### config.mk
export PLATFORM = sky130hd
export DESIGN_NAME = sysmgr_seq
export DESIGN_NICKNAME = d
export VERILOG_FILES = /design/src/rtl/sysmgr_pkg.sv /design/src/rtl/sysmgr_decode.sv /design/src/rtl/sysmgr_fsm.sv /design/src/rtl/sysmgr_hshake.sv /design/src/rtl/sysmgr_seq.sv
export SDC_FILE = /design/constraint.sdc
export NUM_CORES = 1
export LEC_CHECK = 0
export BUFFER_PORTS_ARGS = -buffer_cell sky130_fd_sc_hd__buf_2
export CAP_MARGIN = 20
export CORE_MARGIN = 2
export CORE_UTILIZATION = 56
export CTS_BUF_LIST = sky130_fd_sc_hd__clkbuf_8 sky130_fd_sc_hd__clkbuf_16
export CTS_CLUSTER_DIAMETER = 30
export DETAILED_ROUTE_END_ITERATION = 10
export GPL_TIMING_DRIVEN = 1
export PLACE_DENSITY = 0.87
export SETUP_SLACK_MARGIN = 0.02
export SLEW_MARGIN = 20
export SYNTH_ARGS = -nofsm -noshare
export SYNTH_HDL_FRONTEND = slang
export SYNTH_HIERARCHICAL = 1
export SYNTH_SLANG_ARGS = --single-unit
### constraint.sdc
create_clock -name clk -period 2.7 [get_ports clk]
set_input_delay 0.405 -clock clk [delete_from_list [all_inputs] [get_ports clk]]
set_output_delay 0.405 -clock clk [all_outputs]
set_load 0.1 [all_outputs]
### src/rtl/sysmgr_pkg.sv
package sysmgr_pkg;

  typedef enum logic [3:0] {
    K_SLAVE, K_SOUND, K_CD, K_CLOCK, K_SYSRST,
    K_NMI, K_NMIDIS, K_INTBACK, K_NOP
  } cmd_kind_t;

  typedef enum logic [2:0] {
    S_IDLE, S_EXEC, S_CLK_WAIT, S_CLK_FIN,
    S_CLK_END, S_SR_SYS, S_SR_MST, S_NMI_END
  } seq_state_t;

endpackage

### src/rtl/sysmgr_decode.sv
module sysmgr_decode
  import sysmgr_pkg::*;
#(
  parameter int          CODE_W     = 8,
  parameter logic [7:0]  OP_SLAVE   = 8'h02,
  parameter logic [7:0]  OP_SOUND   = 8'h06,
  parameter logic [7:0]  OP_CD      = 8'h08,
  parameter logic [7:0]  OP_CLOCK   = 8'h0E,
  parameter logic [7:0]  OP_NMIDIS  = 8'h1A,
  parameter logic [7:0]  OP_SYSRST  = 8'h0D,
  parameter logic [7:0]  OP_NMI     = 8'h18,
  parameter logic [7:0]  OP_INTBACK = 8'h10
) (
  input  logic [CODE_W-1:0] code_i,
  output cmd_kind_t         kind_o,
  output logic              param_o,
  output logic              reports_o
);
  localparam int NPAIR = 5;
  localparam logic [NPAIR*8-1:0] PAIR_BASE =
    {OP_NMIDIS, OP_CLOCK, OP_CD, OP_SOUND, OP_SLAVE};
  localparam logic [NPAIR*4-1:0] PAIR_KIND =
    {4'(K_NMIDIS), 4'(K_CLOCK), 4'(K_CD), 4'(K_SOUND), 4'(K_SLAVE)};
  localparam logic [NPAIR-1:0] PAIR_REPORTS = 5'b01111;

  logic [CODE_W-1:0] even_code;
  assign even_code = {code_i[CODE_W-1:1], 1'b0};
  assign param_o   = code_i[0];

  always_comb begin
    kind_o    = K_NOP;
    reports_o = 1'b0;
    for (int i = 0; i < NPAIR; i++) begin
      if (even_code == CODE_W'(PAIR_BASE[i*8 +: 8])) begin
        kind_o    = cmd_kind_t'(PAIR_KIND[i*4 +: 4]);
        reports_o = PAIR_REPORTS[i];
      end
    end
    if (code_i == CODE_W'(OP_SYSRST)) begin
      kind_o    = K_SYSRST;
      reports_o = 1'b0;
    end
    if (code_i == CODE_W'(OP_NMI)) begin
      kind_o    = K_NMI;
      reports_o = 1'b0;
    end
    if (code_i == CODE_W'(OP_INTBACK)) begin
      kind_o    = K_INTBACK;
      reports_o = 1'b1;
    end
  end
endmodule

### src/rtl/sysmgr_fsm.sv
module sysmgr_fsm
  import sysmgr_pkg::*;
(
  input  logic      clk,
  input  logic      rst_n,
  input  logic      start_i,
  input  cmd_kind_t kind_i,
  input  logic      param_i,
  input  logic      reports_i,
  input  logic      vblank_i,
  output logic      load_o,
  output logic      done_o,
  output logic      mst_rst_o,
  output logic      mst_nmi_o,
  output logic      slv_rst_o,
  output logic      snd_rst_o,
  output logic      sys_rst_o,
  output logic      sys_halt_o,
  output logic      dot_sel_o,
  output logic      irq_o
);
  seq_state_t state;
  cmd_kind_t  kind_q;
  logic       par_q;
  logic       rep_q;
  logic       nmi_dis;
  logic       multi_step;

  assign multi_step = (kind_q == K_SYSRST) || (kind_q == K_NMI);

  always_comb begin
    load_o = ((state == S_EXEC) && rep_q) || (state == S_CLK_FIN);
    done_o = ((state == S_EXEC) && !multi_step) || (state == S_CLK_END) ||
             (state == S_SR_MST) || (state == S_NMI_END);
  end

  always_ff @(posedge clk) begin
    if (!rst_n) begin
      state      <= S_IDLE;
      kind_q     <= K_NOP;
      par_q      <= 1'b0;
      rep_q      <= 1'b0;
      nmi_dis    <= 1'b0;
      mst_rst_o  <= 1'b0;
      mst_nmi_o  <= 1'b0;
      slv_rst_o  <= 1'b1;
      snd_rst_o  <= 1'b1;
      sys_rst_o  <= 1'b0;
      sys_halt_o <= 1'b0;
      dot_sel_o  <= 1'b0;
      irq_o      <= 1'b0;
    end else begin
      irq_o <= 1'b0;
      case (state)
        S_IDLE: begin
          if (start_i) begin
            kind_q <= kind_i;
            par_q  <= param_i;
            rep_q  <= reports_i;
            if (kind_i == K_CLOCK) begin
              sys_halt_o <= 1'b1;
              state      <= S_CLK_WAIT;
            end else begin
              state <= S_EXEC;
            end
          end
        end
        S_EXEC: begin
          state <= S_IDLE;
          case (kind_q)
            K_SLAVE:   slv_rst_o <= par_q;
            K_SOUND:   snd_rst_o <= par_q;
            K_INTBACK: irq_o     <= 1'b1;
            K_NMIDIS:  nmi_dis   <= par_q;
            K_SYSRST: begin
              sys_rst_o <= 1'b1;
              state     <= S_SR_SYS;
            end
            K_NMI: begin
              mst_nmi_o <= 1'b1;
              state     <= S_NMI_END;
            end
            default: ;
          endcase
        end
        S_SR_SYS: begin
          sys_rst_o <= 1'b0;
          mst_rst_o <= 1'b1;
          state     <= S_SR_MST;
        end
        S_SR_MST: begin
          mst_rst_o <= 1'b0;
          state     <= S_IDLE;
        end
        S_NMI_END: begin
          mst_nmi_o <= 1'b0;
          state     <= S_IDLE;
        end
        S_CLK_WAIT: begin
          if (vblank_i) begin
            dot_sel_o  <= par_q;
            sys_halt_o <= 1'b0;
            state      <= S_CLK_FIN;
          end
        end
        S_CLK_FIN: begin
          mst_nmi_o <= !nmi_dis;
          slv_rst_o <= 1'b1;
          state     <= S_CLK_END;
        end
        S_CLK_END: begin
          mst_nmi_o <= 1'b0;
          state     <= S_IDLE;
        end
        default: state <= S_IDLE;
      endcase
    end
  end
endmodule

### src/rtl/sysmgr_hshake.sv
module sysmgr_hshake #(
  parameter int CODE_W = 8
) (
  input  logic              clk,
  input  logic              rst_n,
  input  logic              accept_i,
  input  logic [CODE_W-1:0] code_i,
  input  logic              load_i,
  input  logic              done_i,
  output logic              busy_o,
  output logic [CODE_W-1:0] result_o
);
  logic [CODE_W-1:0] code_q;

  always_ff @(posedge clk) begin
    if (!rst_n) begin
      busy_o   <= 1'b0;
      code_q   <= '0;
      result_o <= '0;
    end else begin
      if (accept_i) begin
        busy_o <= 1'b1;
        code_q <= code_i;
      end else if (done_i) begin
        busy_o <= 1'b0;
      end
      if (load_i) result_o <= code_q;
    end
  end
endmodule

### src/rtl/sysmgr_seq.sv
module sysmgr_seq
  import sysmgr_pkg::*;
#(
  parameter int          CODE_W     = 8,
  parameter logic [7:0]  OP_SLAVE   = 8'h02,
  parameter logic [7:0]  OP_SOUND   = 8'h06,
  parameter logic [7:0]  OP_CD      = 8'h08,
  parameter logic [7:0]  OP_CLOCK   = 8'h0E,
  parameter logic [7:0]  OP_NMIDIS  = 8'h1A,
  parameter logic [7:0]  OP_SYSRST  = 8'h0D,
  parameter logic [7:0]  OP_NMI     = 8'h18,
  parameter logic [7:0]  OP_INTBACK = 8'h10
) (
  input  logic              clk,
  input  logic              rst_n,
  input  logic              cmd_valid_i,
  output logic              cmd_ready_o,
  input  logic [CODE_W-1:0] cmd_code_i,
  input  logic              vblank_start_i,
  output logic              busy_o,
  output logic [CODE_W-1:0] result_o,
  output logic              mst_rst_o,
  output logic              mst_nmi_o,
  output logic              slv_rst_o,
  output logic              snd_rst_o,
  output logic              sys_rst_o,
  output logic              sys_halt_o,
  output logic              dot_sel_o,
  output logic              irq_o
);
  cmd_kind_t kind;
  logic      param, reports, accept, load, done;

  assign cmd_ready_o = !busy_o;
  assign accept      = cmd_valid_i && cmd_ready_o;

  sysmgr_decode #(
    .CODE_W(CODE_W), .OP_SLAVE(OP_SLAVE), .OP_SOUND(OP_SOUND), .OP_CD(OP_CD),
    .OP_CLOCK(OP_CLOCK), .OP_NMIDIS(OP_NMIDIS), .OP_SYSRST(OP_SYSRST),
    .OP_NMI(OP_NMI), .OP_INTBACK(OP_INTBACK)
  ) u_dec (
    .code_i(cmd_code_i), .kind_o(kind), .param_o(param), .reports_o(reports)
  );

  sysmgr_fsm u_fsm (
    .clk(clk), .rst_n(rst_n), .start_i(accept), .kind_i(kind),
    .param_i(param), .reports_i(reports), .vblank_i(vblank_start_i),
    .load_o(load), .done_o(done),
    .mst_rst_o(mst_rst_o), .mst_nmi_o(mst_nmi_o), .slv_rst_o(slv_rst_o),
    .snd_rst_o(snd_rst_o), .sys_rst_o(sys_rst_o), .sys_halt_o(sys_halt_o),
    .dot_sel_o(dot_sel_o), .irq_o(irq_o)
  );

  sysmgr_hshake #(.CODE_W(CODE_W)) u_hs (
    .clk(clk), .rst_n(rst_n), .accept_i(accept), .code_i(cmd_code_i),
    .load_i(load), .done_i(done), .busy_o(busy_o), .result_o(result_o)
  );
endmodule

==> impl_metrics.py, run 1 <==
metrics = {
    "worst_setup_path": {
        "critPathArrivalTime_ns": 2.16,
        "critPathLaunch": "u_fsm/state[0]",
        "r2r_slack_ns": 0.75,
        "required_ns": 2.91,
        "critPathLaunchType": "flip-flop",
        "crit_type": "reg2reg",
        "reg2reg_depth": 3,
        "r2r-end": "u_fsm/snd_rst_o",
        "r2r-start": "u_fsm/state[0]",
        "cp_max_fo": 15,
        "critPathCaptureType": "flip-flop",
    },
    "routing": {
        "wl_um": 3334,
        "avgRoutedWirePerCell_um": 13.95,
        "ant_nets": 0,
        "dr.pass1.iters": 4,
        "dr_total_vias": 1379,
        "drc_errors": 0,
        "viasPerCell": 5.770,
        "drtIter0Drc": 44,
    },
    "floorplanning": {
        "dieArea_um2": 3575,
        "rows": 20,
        "die_h_um": 59.79,
        "fp.dieW_um": 59.79,
        "num_io_pins": 30,
        "start_util_pct": 58.04,
        "coreArea_um2": 3003,
    },
    "timing": {
        "fmax_mhz": 512.0,
        "setup_violations": 0,
        "finalSetupTns_ns": 0,
        "fin_worst_skew_ns": 0.008892,
        "maxSlewHeadroom_pct": 65.26,
        "hold_viol": 0,
        "drv_slew": 0,
        "worst_slew_pin_slew_ns": 0.5171,
        "timing.final.crit_share_pct": 72.34,
        "fin_crit_ns": 1.953,
        "rsz0062_at_grt": "no",
    },
    "cells_and_area": {
        "diodes": 0,
        "area_delta_synth_final_pct": 10.98,
        "fin_nets": 217,
        "drive_gt1_share_pct": 20.87,
        "fillers": 272,
        "fin_area_um2": 1934,
    },
    "power_and_ir_drop": {
        "p_sw_uw": 346.4,
        "combPwrFrac_pct": 18.1,
        "leakage_uw": 0.0007503,
        "irDropWorstVdd_uv": 411.1,
        "clock_power_share_pct": 31.9,
        "p_total_uw": 1136,
        "powerDensity_nw_per_um2": 587.4,
        "p_seq_share_pct": 50.0,
        "p_int_uw": 789.8,
        "switching_share_pct": 30.49,
    },
    "clock_network": {
        "postCtsSetupBuffers": 0,
        "clockBufferDepth": 2,
        "numClockSinks": 35,
        "post_cts_resize_count": 0,
        "cts_tree": "built",
        "clkLatencyLatePin_ns": 0.29,
        "cts-root-buf": "clkbuf_8",
        "clk_pin_slew_ns": 0.07,
        "htree_levels": 2,
        "cts_made_buffers": 5,
        "cts_hold_buffers": 0,
    },
    "synth": {
        "syn_area_per_cell_um2": 9.683,
        "synth_top_area_cell": "dfxtp_1",
        "yosysWarningCount": 6,
        "synth_top_cells_by_area": "dfxtp_1 (40%), mux2i_1 (13%), nor2b_1 (9.3%)",
        "netlist_area_um2": 1743,
        "synth.top_cell.area_share_pct": 40.20,
        "synthArstFlopShare_pct": 0,
        "synth_seq_cells": 35,
        "synth_cells": 180,
        "syn-num-nets": 192,
        "synth_seq_area_share_pct": 40.20,
        "synth_edf_count": 0,
        "ys.flop_type": "dfxtp_1",
        "synth.distinct_cells": 44,
    },
    "grt": {
        "grt_max_degree": 37,
        "grt_pass1_wl_um": 5326,
        "grt_pass1_vias": 1201,
        "antenna_found_initial": 0,
        "gr-total-overflow": 0,
        "track_usage_pct": 20.13,
    },
    "placed_design": {
        "portBuffers": 29,
        "place_congestion": 0.7544,
        "placed_cell_area_um2": 1849,
        "hpwl_um": 2251,
    },
    "hold_path": {
        "holdPathEnd": "u_hs/code_q[6]",
        "holdCritStartpoint": "cmd_code_i[6]",
        "min_path_type": "in2reg",
        "holdPathStages": 3,
    },
    "run_status": {
        "status": "complete, no violations",
    },
    "flow_run": {
        "drv_cap": 0,
    },
}
## sequential cells by signal (all words and copies together), names as in the netlist, 3 cells and up
name / cells
u_fsm/kind_q: 4
u_fsm/state: 3
u_hs/code_q: 8
u_hs/result_o: 8
## worst max-delay path, cell delays in order (launching register included)
cell and delay, ns:
dfxtp_1 0.61, or4b_1 0.64, or4_1 0.45, o211ai_1 0.16
## worst max path at each step
| stage | end | slack [ns] | cells past startpoint |
|---|---|---|---|
| floorplan | u_fsm/kind_q[3] | 0.59 | 4 |
| global placement | u_fsm/state[0] | 0.68 | 7 |
| detailed placement | u_fsm/state[0] | 0.56 | 7 |
| CTS | u_fsm/snd_rst_o | 0.78 | 3 |
| global route | u_fsm/nmi_dis | 0.66 | 3 |
| finish | u_fsm/snd_rst_o | 0.75 | 3 |
## metal layers
layer / vias up / share of wire (%) / track usage (%)
met4: 0 / 1.8 / 8.571
li1: 694 / - / -
met5: - / 0 / 0
met3: 7 / 5.0 / 5.844
met1: 637 / 46 / 24.12
met2: 41 / 47 / 33.39
## per-stage QoR
stage               utilization, %  cells  worst slack [ns]  hold WS [ns]
floorplan                        -    180            0.5887        0.4578
global route                 64.42    239            0.6633        0.4122
finish                       64.42    239            0.7467        0.3977
global placement             61.58    231            0.6812        0.4689
CTS                          64.42    239            0.7763        0.3915
detailed placement           61.58    231            0.5584        0.4753
## cell families (layout without fill, tap and decap cells)
logic type      after synthesis  in the layout  share of synthesized area, %
mux                          22             22                         12.63
xor+xnor                      1              1                        0.5026
buf+inv                      18             44                         6.532
flops                        35             35                         40.20
compound gates               35             35                         14.79
simple gates                 69             69                         25.34
## power by group through the flow
stage	combinational [uW]	sequential, uW	clock [uW]
floorplan	142	606	0
global placement	201	579	0
detailed placement	204	580	0
CTS	205	568	375
global route	218	573	391
finish	205	569	362
## placed cells by master, fill, tap and decap left out, types with 2 or more instances in the layout
cell type  instances
inv_1              6
nand2_1            8
o211ai_1           3
o21a_1             2
nand4b_1           2
clkbuf_8           5
mux2i_1           22
a21boi_0           4
nor3_1             7
buf_2             29
nor2_1             4
o31a_2             2
o21ai_0            6
o31ai_1            2
dfxtp_1           35
o41ai_1            3
nand4_1            2
and3_1             2
buf_4              2
o31a_1             2
nor4bb_1           2
a21oi_1            3
nor2b_1           26
nand2b_1           5
a211o_1            2
## layout make-up
| type | count | area (um2) | share of cell area (%) |
|---|---|---|---|
| clock buffer | 5 | 68.82 | 3.558 |
| clock inverter | 3 | 16.27 | 0.8409 |
| inverter | 5 | 18.77 | 0.9702 |
| multi-input combinational | 127 | 928.4 | 47.99 |
| sequential | 35 | 700.7 | 36.22 |
| tap | 33 | 41.29 | 2.135 |
| timing repair buffer | 31 | 160.2 | 8.279 |
## cell usage after synthesis (all sizes together) (3+ instances only)
cell    count
o31a        4
a21oi       3
clkbuf      5
nand2       8
inv         5
nand2b      5
nor3        7
o211ai      3
o21ai       6
nor2b      26
o41ai       3
a21boi      4
dfxtp      35
buf         8
mux2i      22
nor2        4
Note: power is estimated with default switching activity, not from simulation.
==> run 2, diff against run 1 <==
Settings changed: CORE_UTILIZATION 56 to 49, PLACE_DENSITY 0.87 to 0.81.
Clock period 2.7 ns to 1.7 ns, I/O delays scaled along.
==> run 2 against run 1 <==
Against the previous run: sequential share of layout area down 2.9 points; combinational power up 92%; clock-buffer cell count up 2; core utilization down 2.2 points; design area up 9.1%; critical path type unchanged; largest cell class unchanged.
==> impl_metrics.py, run 2 (synthesis gave the netlist of run 1 again) <==
metrics = {
    "routing": {
        "dr.pass1.iters": 4,
        "avgRoutedWirePerCell_um": 13.60,
        "dr_total_vias": 1454,
        "drtIter0Drc": 79,
        "top_layer": "met4",
        "met1_length_um": 1710,
        "viasPerCell": 5.405,
        "ant_nets": 0,
        "wl_um": 3659,
        "met2_length_um": 1745,
        "wl_met3_um": 166,
        "drc_errors": 0,
    },
    "cells_and_area": {
        "seqCellArea_um2": 701.9,
        "fin_area_um2": 2110,
        "fin_nets": 234,
        "multi_input_area_um2": 943.4,
        "layout_common_cells": "dfxtp_1 (34), buf_2 (29), nor2b_1 (26)",
        "reg_top3": "u_hs/code_q: 8 flops, u_hs/result_o: 8 flops, u_fsm/kind_q: 4 flops",
        "final_common_cell": "dfxtp_1",
        "fin_util_pct": 62.24,
        "stdcell_count": 269,
        "drive_gt1_share_pct": 27.80,
        "fillers": 312,
        "diodes": 0,
        "area_delta_synth_final_pct": 21.03,
    },
    "hold_path": {
        "min_path_type": "in2reg",
    },
    "grt": {
        "gr-total-overflow": 0,
        "grt_max_degree": 27,
        "grt_pass1_wl_um": 6196,
        "antenna_found_initial": 0,
        "track_usage_pct": 19.79,
        "grt_pass1_vias": 1291,
    },
    "worst_setup_path": {
        "worst-path-buf-inv": 0,
        "critPathCaptureType": "flip-flop",
        "crit_type": "reg2reg",
        "critPathTopFamily": "simple AND/OR/NAND/NOR gates",
        "cp_cell_sequence": "or4b_1, or4_1, o211ai_1",
        "critPathLaunchType": "flip-flop",
        "slowest_stage": "or4b_1",
        "critPathArrivalTime_ns": 1.79,
        "required_ns": 1.92,
        "cpPeakStageDelay_ns": 0.61,
        "cp_max_fo": 5,
    },
    "placed_design": {
        "place_congestion": 0.8200,
        "dp_cells": 261,
        "dp_slack_ns": -0.1297,
        "portBuffers": 29,
        "placed_cell_area_um2": 2009,
        "hpwl_um": 2605,
    },
    "power_and_ir_drop": {
        "irDropWorstVdd_uv": 542.0,
        "p_int_uw": 1368,
        "p_total_uw": 1923,
        "leakage_uw": 0.0008470,
        "powerDensity_nw_per_um2": 911.5,
        "p_seq_share_pct": 45.6,
        "switching_share_pct": 28.83,
        "clock_power_share_pct": 34.0,
        "combPwrFrac_pct": 20.4,
        "p_sw_uw": 554.4,
    },
    "timing": {
        "timing.final.crit_share_pct": 92.54,
        "fmax_mhz": 635.6,
        "fin_crit_ns": 1.573,
        "fin_ws_ns": 0.1268,
        "maxSlewHeadroom_pct": 67.72,
        "worst_slew_pin_slew_ns": 0.4875,
        "setup_violations": 0,
        "hold_viol": 0,
        "drv_slew": 0,
        "rsz0062_at_grt": "no",
        "fin_worst_skew_ns": 0.005902,
    },
    "floorplanning": {
        "dieArea_um2": 4050,
        "fp.dieW_um": 63.64,
        "die_h_um": 63.64,
        "rows": 21,
        "coreArea_um2": 3390,
        "num_io_pins": 30,
        "start_util_pct": 51.42,
    },
    "clock_network": {
        "clk_pin_slew_ns": 0.07,
        "clkLatencyLatePin_ns": 0.29,
        "clockBufferDepth": 2,
        "cts_hold_buffers": 0,
        "post_cts_resize_count": 0,
        "cts_made_buffers": 5,
        "cts-root-buf": "clkbuf_8",
        "cts_tree": "built",
        "postCtsSetupBuffers": 0,
        "numClockSinks": 35,
        "htree_levels": 2,
    },
    "flow_run": {
        "drv_cap": 0,
    },
    "run_status": {
        "status": "complete, no violations",
    },
}
-- run 2: changes by cell type in the layout (fill, tap and decap cells not counted) --
cell | before | now
buf_4 | 2 | 19
nor4b_4 | 1 | 2
clkbuf_8 | 5 | 7
clkinvlp_4 | 1 | 0
dfxtp_2 | 0 | 1
nor4bb_2 | 0 | 1
dfxtp_1 | 35 | 34
clkinv_2 | 1 | 0
nor4b_2 | 1 | 0
nor4bb_1 | 2 | 1
-- run 2: power groups by stage --
stage               Sequential [uW]  Combinational [uW]  Clock [uW]
detailed placement              894                 392           0
floorplan                       966                 229           0
global placement                893                 388           0
finish                          877                 393         653
CTS                             877                 393         675
global route                    881                 419         728
-- run 2: layer usage --
layer,track usage [%],vias to the layer above
met5,0,-
met4,6.522,0
met3,6.607,5
met2,31.18,39
met1,25.36,681
li1,-,729
-- run 2: worst register-to-register path: cells and delay by family (launching register included) --
family	cells	cell delay (ns)
and+or+nand+nor	2	1.03
DFF	1	0.32
AOI/OAI and AO/OA	1	0.16
-- run 2: stage by stage --
stage          setup TNS (ns)  hold slack, ns
2_1_floorplan               0          0.3832
3_3_place_gp         -0.04119          0.4640
3_5_place_dp          -0.2530          0.4742
4_1_cts                     0          0.2504
5_1_grt                     0          0.2457
6_report                    0          0.2555
-- run 2: final timing paths --
kind	startpoint	endpoint	slack [ns]	cells after the start
hold / removal	cmd_code_i[6]	u_hs/code_q[6]	0.26	3
setup reg to reg	u_fsm/kind_q[3]	u_fsm/snd_rst_o	0.13	3
hold reg to reg	u_fsm/sys_halt_o	u_fsm/sys_halt_o	0.48	2
setup / recovery	u_fsm/kind_q[3]	u_fsm/snd_rst_o	0.13	3
-- run 2: final cells by class --
class	instances	share of cell area, %
multi-input combinational	127	44.72
sequential	35	33.27
timing repair buffer	48	13.64
clock buffer	7	4.567
tap	46	2.728
inverter	5	0.8897
clock inverter	1	0.1779
==> run 3, diff against run 2 <==
Settings changed: CORE_UTILIZATION 49 to 55, MAX_ROUTING_LAYER set to met4, PLACE_DENSITY 0.81 to 0.85.
Clock period 1.7 ns to 1.6 ns, I/O delays scaled along.
==> run 3 against run 2 <==
Against the previous run: sequential power increased by 6.5%; first-iteration DRC count grew 8.9%; combinational power up 9.2%; clock power grew 25%; core utilization rose by 9.4 points; clock-buffer cell count down 1; total power is 13% higher; design area grew 2.8%; sequential share of layout area shrank 0.92 points; non-clock buffer count fell by 1; largest cell class unchanged.
==> impl_metrics.py, run 3 (synthesis gave the netlist of run 1 again) <==
metrics = {
    "floorplanning": {
        "dieArea_um2": 3635,
        "die_h_um": 60.30,
        "rows": 20,
        "num_io_pins": 30,
        "coreArea_um2": 3028,
        "start_util_pct": 57.56,
        "fp.dieW_um": 60.30,
    },
    "hold_path": {
        "min_path_type": "in2reg",
        "holdCritStartpoint": "cmd_code_i[7]",
        "holdPathEnd": "u_hs/code_q[7]",
        "holdPathStages": 3,
    },
    "cells_and_area": {
        "fin_nets": 233,
        "area_delta_synth_final_pct": 24.48,
        "layout_common_cells": "dfxtp_1 (34), buf_2 (29), nor2b_1 (24)",
        "final_common_cell": "dfxtp_1",
        "diodes": 0,
        "stdcell_count": 266,
        "fin_util_pct": 71.65,
        "reg_top3": "u_hs/code_q: 8 flops, u_hs/result_o: 8 flops, u_fsm/kind_q: 4 flops",
        "drive_gt1_share_pct": 29.73,
    },
    "placed_design": {
        "place_congestion": 0.8869,
        "hpwl_um": 2894,
        "dp_cells": 258,
        "portBuffers": 29,
    },
    "worst_setup_path": {
        "cp_max_fo": 4,
        "critPathCaptureType": "flip-flop",
        "r2r_slack_ns": 0.06,
        "required_ns": 1.81,
        "reg2reg_depth": 3,
        "crit_type": "reg2reg",
        "critPathLaunchType": "flip-flop",
        "r2r-start": "u_fsm/kind_q[3]",
        "critPathArrivalTime_ns": 1.75,
        "r2r-end": "u_fsm/snd_rst_o",
    },
    "timing": {
        "fmax_mhz": 648.6,
        "maxSlewHeadroom_pct": 66.55,
        "worst_slew_pin_slew_ns": 0.5052,
        "rsz0062_at_grt": "yes",
        "setup_violations": 0,
        "timing.final.crit_share_pct": 96.36,
        "hold_viol": 0,
        "finalSetupTns_ns": 0,
        "fin_crit_ns": 1.542,
        "drv_slew": 0,
        "whs_ns": 0.2495,
        "fin_worst_skew_ns": 0.006518,
    },
    "grt": {
        "grt_pass1_vias": 1519,
        "track_usage_pct": 26.72,
        "gr-total-overflow": 0,
        "grt_pass1_wl_um": 6982,
        "grt_max_degree": 29,
        "antenna_found_initial": 0,
    },
    "routing": {
        "avgRoutedWirePerCell_um": 15.21,
        "met1_length_um": 1657,
        "dr_total_vias": 1482,
        "wl_um": 4045,
        "dr.pass1.iters": 4,
        "met2_length_um": 2123,
        "ant_nets": 0,
        "top_layer": "met4",
        "drtIter0Drc": 86,
        "viasPerCell": 5.571,
        "drc_errors": 0,
        "wl_met3_um": 150,
    },
    "clock_network": {
        "cts_tree": "built",
        "postCtsSetupBuffers": 0,
        "clk_pin_slew_ns": 0.07,
        "clkLatencyLatePin_ns": 0.29,
        "numClockSinks": 35,
        "cts_made_buffers": 5,
        "cts_hold_buffers": 0,
        "htree_levels": 2,
        "clockBufferDepth": 2,
        "cts-root-buf": "clkbuf_8",
    },
    "power_and_ir_drop": {
        "p_total_uw": 2181,
        "powerDensity_nw_per_um2": 1005,
        "leakage_uw": 0.0008651,
        "irDropWorstVdd_uv": 703.4,
    },
    "run_status": {
        "status": "complete, no violations",
    },
    "flow_run": {
        "drv_cap": 0,
    },
}
run 3: cell type report:
| class | instances | area [um2] |
|---|---|---|
| well taps | 44 | 55.05 |
| fillers | 237 | 858.3 |
| inverters | 5 | 18.77 |
| clock buffers | 6 | 82.58 |
| multi-input cells | 127 | 979.7 |
| repair buffers | 47 | 296.5 |
| clock inverters | 2 | 35.03 |
| flip-flops and latches | 35 | 701.9 |
run 3: where the power goes:
| part | leakage [uW] | internal [uW] | total, uW | switching, uW |
|---|---|---|---|---|
| registers | 0.000285 | 908 | 934 | 26.0 |
| clock network | 0.0000612 | 504 | 817 | 314 |
| logic | 0.000519 | 163 | 429 | 266 |
| total | 0.000865 | 1580 | 2180 | 605 |
run 3: metrics by stage:
| stage | area [um2] | worst slack (ns) |
|---|---|---|
| 4_1_cts | 2152 | 0.04919 |
| 6_report | 2170 | 0.05821 |
| 5_1_grt | 2170 | -0.01639 |
| 2_1_floorplan | 1770 | 0.003537 |
| 3_3_place_gp | 2023 | -0.02906 |
| 3_5_place_dp | 2023 | -0.1620 |
run 3: what timing repair did:
item	4_1_cts	5_1_grt
hold endpoints to repair	0	0
cloned	0	0
resized for setup	2	4
pin swaps	0	0
setup endpoints to repair	1	3
run 3: per-layer routing:
metal | vias up | GRT usage [%]
li1 | 722 | -
met1 | 714 | 28.55
met2 | 33 | 44.72
met3 | 13 | 7.359
met4 | 0 | 13.97
met5 | - | -
run 3: critical path, cell delays in order (launching register included):
cell,delay [ns]
dfxtp_1,0.32
or4b_4,0.56
or4_1,0.42
o211ai_1,0.17
run 3: worst max-delay path by stage:
stage / from / endpoint / slack [ns] / cells after the start
4_1_cts: u_fsm/kind_q[3] / u_fsm/snd_rst_o / 0.05 / 3
3_3_place_gp: cmd_code_i[0] / u_fsm/state[0] / -0.03 / 7
6_report: u_fsm/kind_q[3] / u_fsm/snd_rst_o / 0.06 / 3
5_1_grt: u_fsm/kind_q[3] / u_fsm/snd_rst_o / -0.02 / 3
3_5_place_dp: cmd_code_i[4] / u_fsm/state[0] / -0.16 / 7
2_1_floorplan: u_hs/busy_o / u_fsm/kind_q[3] / 0.004 / 4
